File: src/rtl/plru4_pkg.sv
package plru4_pkg;

    typedef enum logic [1:0] {
        WAY_A = 2'd0,
        WAY_B = 2'd1,
        WAY_C = 2'd2,
        WAY_D = 2'd3
    } way_e;

    // Packed so that {L2,L1,L0} reads as the 3-bit set state
    typedef struct packed {
        logic cd_leaf;   // L2: 1 steers toward D, 0 toward C
        logic ab_leaf;   // L1: 1 steers toward B, 0 toward A
        logic pair_root; // L0: 1 steers toward {C,D}, 0 toward {A,B}
    } tree_t;

    localparam int unsigned NUM_WAYS = 4;
    localparam int unsigned TREE_W   = 3;

    function automatic way_e tree_victim(input tree_t t);
        way_e w;
        unique case ({t.pair_root, t.cd_leaf, t.ab_leaf})
            3'b000, 3'b010: w = WAY_A;
            3'b001, 3'b011: w = WAY_B;
            3'b100, 3'b101: w = WAY_C;
            3'b110, 3'b111: w = WAY_D;
            default:        w = WAY_A;
        endcase
        return w;
    endfunction

    function automatic tree_t tree_touch(input tree_t t, input way_e w);
        tree_t n;
        n = t;
        unique case (w)
            WAY_A: begin n.pair_root = 1'b1; n.ab_leaf = 1'b1; end
            WAY_B: begin n.pair_root = 1'b1; n.ab_leaf = 1'b0; end
            WAY_C: begin n.pair_root = 1'b0; n.cd_leaf = 1'b1; end
            WAY_D: begin n.pair_root = 1'b0; n.cd_leaf = 1'b0; end
            default: n = t;
        endcase
        return n;
    endfunction

endpackage

File: src/rtl/plru4_state_array.sv
module plru4_state_array
    import plru4_pkg::*;
#(
    parameter int unsigned NUM_SETS = 16,
    parameter int unsigned SET_W    = 4
) (
    input  logic                         clk,
    input  logic                         rst_n,
    input  logic                         wr_en,
    input  logic [SET_W-1:0]             wr_set,
    input  tree_t                        wr_bits,
    input  logic [SET_W-1:0]             rd_q_set,
    output tree_t                        rd_q_bits,
    input  logic [SET_W-1:0]             rd_u_set,
    output tree_t                        rd_u_bits,
    output logic [NUM_SETS*TREE_W-1:0]   state_flat
);

    localparam int unsigned FLAT_W = NUM_SETS * TREE_W;

    for (genvar g = 0; g < NUM_SETS; g++) begin : g_set
        tree_t cell_q;

        always_ff @(posedge clk or negedge rst_n) begin
            if (!rst_n) begin
                cell_q <= '0;
            end else if (wr_en && (wr_set == SET_W'(g))) begin
                cell_q <= wr_bits;
            end
        end

        assign state_flat[g*TREE_W +: TREE_W] = cell_q;
    end

    logic [FLAT_W-1:0] q_shift;
    logic [FLAT_W-1:0] u_shift;

    always_comb begin
        q_shift   = state_flat >> (rd_q_set * TREE_W);
        u_shift   = state_flat >> (rd_u_set * TREE_W);
        rd_q_bits = tree_t'(q_shift[TREE_W-1:0]);
        rd_u_bits = tree_t'(u_shift[TREE_W-1:0]);
    end

endmodule

File: src/rtl/plru4_update.sv
module plru4_update
    import plru4_pkg::*;
(
    input  logic        upd_valid,
    input  logic [3:0]  hit_oh,
    input  tree_t       cur_bits,
    output logic        wr_en,
    output tree_t       new_bits
);

    way_e hit_way;
    logic hit_ok;

    always_comb begin
        hit_ok  = 1'b1;
        hit_way = WAY_A;
        unique case (hit_oh)
            4'b0001: hit_way = WAY_A;
            4'b0010: hit_way = WAY_B;
            4'b0100: hit_way = WAY_C;
            4'b1000: hit_way = WAY_D;
            default: hit_ok  = 1'b0;
        endcase
    end

    always_comb begin
        wr_en    = upd_valid && hit_ok;
        new_bits = tree_touch(cur_bits, hit_way);
    end

endmodule

File: src/rtl/plru4_victim.sv
module plru4_victim
    import plru4_pkg::*;
(
    input  tree_t       tree_bits,
    input  logic [3:0]  way_valid,
    output logic [1:0]  victim_idx,
    output logic [3:0]  victim_oh
);

    way_e pick;

    always_comb begin
        pick = tree_victim(tree_bits);
        for (int i = NUM_WAYS - 1; i >= 0; i--) begin
            if (!way_valid[i]) begin
                pick = way_e'(i[1:0]);
            end
        end
    end

    always_comb begin
        victim_idx = pick;
        victim_oh  = 4'b0001 << pick;
    end

endmodule

File: src/rtl/plru4_repl_unit.sv
module plru4_repl_unit
    import plru4_pkg::*;
#(
    parameter int unsigned NUM_SETS = 16,
    localparam int unsigned SET_W   = (NUM_SETS > 1) ? $clog2(NUM_SETS) : 1
) (
    input  logic              clk,
    input  logic              rst_n,
    input  logic              upd_valid,
    input  logic [SET_W-1:0]  upd_set,
    input  logic [3:0]        upd_way_oh,
    input  logic [SET_W-1:0]  qry_set,
    input  logic [3:0]        qry_way_valid,
    output logic [1:0]        victim_idx,
    output logic [3:0]        victim_oh
);

    tree_t                        q_bits;
    tree_t                        u_bits;
    tree_t                        u_next;
    logic                         u_we;
    logic [NUM_SETS*TREE_W-1:0]   state_flat;

    plru4_state_array #(
        .NUM_SETS (NUM_SETS),
        .SET_W    (SET_W)
    ) u_array (
        .clk        (clk),
        .rst_n      (rst_n),
        .wr_en      (u_we),
        .wr_set     (upd_set),
        .wr_bits    (u_next),
        .rd_q_set   (qry_set),
        .rd_q_bits  (q_bits),
        .rd_u_set   (upd_set),
        .rd_u_bits  (u_bits),
        .state_flat (state_flat)
    );

    plru4_update u_update (
        .upd_valid (upd_valid),
        .hit_oh    (upd_way_oh),
        .cur_bits  (u_bits),
        .wr_en     (u_we),
        .new_bits  (u_next)
    );

    plru4_victim u_victim (
        .tree_bits  (q_bits),
        .way_valid  (qry_way_valid),
        .victim_idx (victim_idx),
        .victim_oh  (victim_oh)
    );

endmodule

File: config.mk
export PLATFORM = sky130hd
export DESIGN_NAME = plru4_repl_unit
export DESIGN_NICKNAME = d
export VERILOG_FILES = /design/src/rtl/plru4_pkg.sv /design/src/rtl/plru4_state_array.sv /design/src/rtl/plru4_update.sv /design/src/rtl/plru4_victim.sv /design/src/rtl/plru4_repl_unit.sv
export SDC_FILE = /design/constraint.sdc
export NUM_CORES = 1
export LEC_CHECK = 0
export BUFFER_PORTS_ARGS = -buffer_cell sky130_fd_sc_hd__buf_2
export CAP_MARGIN = 20
export CORE_ASPECT_RATIO = 1.5
export CORE_MARGIN = 3
export CORE_UTILIZATION = 36
export CTS_CLUSTER_SIZE = 16
export DETAILED_ROUTE_END_ITERATION = 6
export MAX_ROUTING_LAYER = met4
export RECOVER_POWER = 50
export SYNTH_ARGS = -nofsm -noshare
export SYNTH_HDL_FRONTEND = slang
export SYNTH_SLANG_ARGS = --single-unit
export TNS_END_PERCENT = 10
File: constraint.sdc
create_clock -name clk -period 3 [get_ports clk]
set_clock_uncertainty 0.05 [all_clocks]
set_input_delay 0.75 -clock clk [delete_from_list [all_inputs] [get_ports clk]]
set_output_delay 0.75 -clock clk [all_outputs]
set_load 0.005 [all_outputs]
---- After elaboration in Yosys (flattened, before gate mapping) ----
Memories as Yosys holds them, arrays and structs flattened.
Cells that the tools add are included.
storage, ports and cells
  bits in registers ....................... 48
  bits in read-only memories .............. 16
  output and inout bits ................... 6
  logic and storage cells ................. 107
  memories ................................ 1
operators by class
  multipliers ............................. 2
  equality and inequality tests ........... 22
  shift operators ......................... 3
  muxes and demuxes ....................... 9
  reductions and logical operators ........ 22
memories
  memory            depth  bits a word  read ports  clocked after memory_dff  wr ports  RTL line         source
  (name not given)  8      2            1           0                         0         plru4_pkg.sv:22  unique case ({t.pair_root, t.cd_leaf, t.ab_leaf})
operator list
  kind                   count
  $shr A48 B6 Y3         2
  $eq A4 B4 Y1 const B   9
  $eq A4 B3 Y1 const B   5
  $logic_and A1 B1 Y1    17
  $eq A4 B2 Y1 const B   3
  $mul A4 B2 Y6 const B  2
  $eq A4 B1 Y1 const B   2
  $mux W2                4
  $pmux W1 S2            3
  $pmux W2 S3            1
  $eq A2 B2 Y1 const B   2
  $logic_not A4 Y1       1
  $reduce_or A2 Y1       2
  $reduce_or A4 Y1       1
  $shl A1 B2 Y4 const A  1
  $eq A2 B1 Y1 const B   1
  $logic_not A2 Y1       1
  $mux W1                1

---- Longest topological paths before layout ----
An unclocked memory read counts as a cell.
  word-level depth ........................ 8
  mapped depth ............................ 7

---- Cells and area by module ----
From an unflattened synthesis, not the netlist that was laid out.
unflattened totals
  cells, all modules ...................... 209
  area, all modules ....................... 2,895.3 um2
modules (own cells, without submodules)
  module             times used  cells each  area each (um2)  sequential area each (um2)
  plru4_state_array  1           182         2,693.8          1,201.2
  plru4_victim       1           15          113.9            0.0
  plru4_update       1           12          87.6             0.0

---- Worst setup path before layout ----
OpenSTA, ideal clock, no wires.
  kind .................................... input to output
  from .................................... input qry_set[0]
  to ...................................... output victim_idx[0]
  arrival ................................. 2.389 ns
  required time ........................... 2.200 ns
  path slack .............................. -0.189 ns
  cell stages on the path ................. 6
  path through ............................ buf_2 -> mux4_2 -> mux2_2 -> mux2i_1 -> o22a_1 -> a31o_2
on the way
  longest elaborated chain between the ends .. 7
ends and longest elaborated chain
  what                  RTL line                 source
  start, declared       plru4_repl_unit.sv:12    input logic [SET_W-1:0] qry_set,
  $mul A4 B2 Y6         plru4_state_array.sv:39  q_shift = state_flat >> (rd_q_set * TREE_W);
  $shr A48 B6 Y3        plru4_state_array.sv:39
  $mem_v2 Z8 W2         -
  $mux W2 (4 in a row)  plru4_victim.sv:15       if (!way_valid[i]) begin
  end, declared         plru4_repl_unit.sv:14    output logic [1:0] victim_idx,
No other way between the ends.

---- Worst setup path in the final report ----
  from .................................... input qry_set[0]
  to ...................................... output victim_oh[1]
on the way
  longest elaborated chain between the ends .. 8
ends and longest elaborated chain
  what                  RTL line                 source
  $mul A4 B2 Y6         plru4_state_array.sv:39
  $shr A48 B6 Y3        plru4_state_array.sv:39
  $mem_v2 Z8 W2         -
  $mux W2 (4 in a row)  plru4_victim.sv:15
  $shl A1 B2 Y4         plru4_victim.sv:23       victim_oh = 4'b0001 << pick;
  end, declared         plru4_repl_unit.sv:15    output logic [3:0] victim_oh
No other way between the ends.

==> reports/metrics.cfg <==
[worst_setup_path]
end_kind=output pin
rrSetupSlack_ns=0.58
rr_endpoint=u_array.state_flat[16]
cp-start-kind=input pin
worst-path-buf-inv=2
cp_cell_sequence=buf_12 -> mux4_2 -> mux2_4 -> mux2i_2 -> o22a_1 -> a31o_2 -> buf_2
rr_worst_depth=5
slowest_delay_ns=0.48
crit_family=multiplexers
arrival_ns=2.41
cp_max_fo=7
rr_startpoint=u_array.state_flat[19]
crit_type=in2out
critPathRequiredTime_ns=2.20
critPathSlowestCell=mux4_2

[sta]
holdWs_ns=0.261
tightest_slew_ns=1.04
layout_min_cycle_time_ns=3.21
setup_viol=6
slew_headroom_pct=30.5
drv_slew=0
fin_crit_sh_pct=107
rsz0062_at_grt=true
fin_ws_ns=-0.206
clock.fmax_ghz=0.312
setup_tns_ns=-0.909
final_hold_viol_count=0

[hold_path]
hp-class=in2async

[die]
dieArea_sq_mm=0.00882
die_h_microns=114
initial_core_util_pct=37.6
rows=38
core_area_sq_mm=0.00737
die_w_microns=77.7
ioPinCount=25

[placement]
gp_congestion=0.785
place_hpwl_mm=4.72
io_buffers=24

[cts]
cts.reportedPaths.clkPinSlew_ns=0.08
clk_latency_ns=0.32
cts_tree=done
numCtsBuffers=5
h-tree-depth=2
cts_sinks=48
postCtsHoldBufs=0
clockRootBuffer=clkbuf_8
post_cts_buffers=0
clockBufferDepth=2

[power_and_ir_drop]
intPower_mw=1.21
p_seq_share_pct=49.7
power_frac_comb_pct=21.9
clock_power_share_pct=28.4
p_switching_mw=0.419
vdd_ir_drop_max_uv=218
power.density_mw_per_mm2=508
p_leak_nw=1.47
netSwitchingFraction_pct=25.7

[logic_synthesis]
yosysTopAreaCell=dfrtp_1
synth.area.top_cells=dfrtp_1 43%, mux2_2 19%, mux4_2 11%, mux4_1 7.6%, and4_1 3.2%
syn_nets=208
synth.avg_cell_area_sq_um=14.7
yosysWarnings=0
synth-seq-cells=48
ys_types=32
syn_inst=189
yosys.area.top_type_share_pct=43.3
synthFlopType=dfrtp_1
syn_area_sq_mm=0.00277
async_flop_share_pct=100
yosysSeqAreaShare_pct=43.3
synth-edff-count=0

[route]
wl_mm=6.31
first_iter_violations=191
vias=1773
drt_pre_antenna_iters=4
drc=0
ant_nets=0
wire_per_inst_microns=19.5
viasPerCell=5.49

[final_layout]
mostFrequentLayoutCell=dfrtp_1
multi_input_area_sq_mm=0.00153
mostFrequentLayoutCells=48 x dfrtp_1, 44 x mux2_2, 22 x buf_2
regArea_sq_mm=0.00120
final_nets=241
fillers=660
area.growth.synth_to_final_pct=15.6
antenna_cells=0
largest_reg_flops=48
drive_gt1_share_pct=50.7

[global_route]
use_met1_pct=17.3
grt_util_met2_pct=26.3
track_usage_pct=15.6
antenna_found_initial=0
grt_overflow=0
met3_usage_pct=3.63
grt_busiest_layer=met2
grt_max_degree=43
grt_pass1_wl_mm=9.94
grt_pass1_vias=1773

[run_status]
outcome=finished, violations left
violations=setup timing

[job]
cap_violations=0

[cells in the mapped netlist (4+ instances only)]
master and instances:
dfrtp_1 48, mux2_2 46, mux4_2 14, and4_1 10, mux4_1 8, clkbuf_1 7, mux2i_1 7, nand4_1 6
nor2_1 6, mux2_4 4, nand2_1 4, nor2b_1 4
[cell families after synthesis]
family	count (synthesis)	share of synthesized area (%)
flops	48	43.3
buf+inv	10	1.94
xor+xnor	1	0.316
mux	79	42.3
simple gates	41	9.38
compound gates	10	2.75
[worst reg2reg max path: stages, from the launching register on]
cell,delay (ns)
dfrtp_1,0.41
mux4_1,0.53
mux4_2,0.49
o31ai_2,0.21
nand2b_2,0.26
mux2_2,0.34
[cell type report]
| type | count | share of cell area [%] |
|---|---|---|
| Clock buffer | 6 | 2.26 |
| Clock inverter | 2 | 1.09 |
| Multi-Input combinational cell | 131 | 47.9 |
| Sequential cell | 48 | 37.5 |
| Tap cell | 100 | 3.90 |
| Timing Repair Buffer | 36 | 7.42 |
[power groups by stage]
stage / clock network, mW / registers [mW] / logic (mW)
6_report: 0.463 / 0.810 / 0.357
5_1_grt: 0.504 / 0.822 / 0.386
4_1_cts: 0.475 / 0.809 / 0.359
3_5_place_dp: 0 / 0.821 / 0.350
3_3_place_gp: 0 / 0.819 / 0.342
2_1_floorplan: 0 / 0.793 / 0.261
[how the worst max path moves through the flow]
stage / startpoint / to / slack (ns) / cells past startpoint
6_report: qry_set[0] / victim_oh[1] / -0.21 / 7
5_1_grt: qry_set[0] / victim_oh[1] / -0.24 / 7
4_1_cts: qry_set[0] / victim_oh[1] / -0.19 / 7
3_5_place_dp: qry_set[0] / victim_oh[1] / -0.39 / 7
3_3_place_gp: qry_set[0] / victim_oh[1] / -0.38 / 7
2_1_floorplan: qry_set[0] / victim_oh[1] / -0.005 / 6
[per-stage QoR]
step                total power, mW  instance area, sq um  setup WS (ns)  utilization [%]  cells
finish                         1.63                  3210         -0.206             43.5    323
global route                   1.71                  3210         -0.240             43.5    323
CTS                            1.64                  3200         -0.193             43.4    323
detailed placement             1.17                  3070         -0.392             41.7    315
global placement               1.16                  3070         -0.380             41.7    315
floorplan                      1.05                  2790       -0.00463                -    189
[per-layer routing]
| layer | vias to the layer above | share of wire [%] |
|---|---|---|
| met5 | - | 0 |
| met4 | 0 | 3.0 |
| met3 | 13 | 4.7 |
| met2 | 47 | 52 |
| met1 | 894 | 40 |
| li1 | 819 | - |
[what timing repair did]
| item | CTS | global route |
|---|---|---|
| cloned | 0 | 0 |
| setup endpoints to repair | 6 | 6 |
| resized for setup | 6 | 4 |
| pin swaps | 3 | 1 |
No activity file was read; power rests on OpenSTA's default activity.
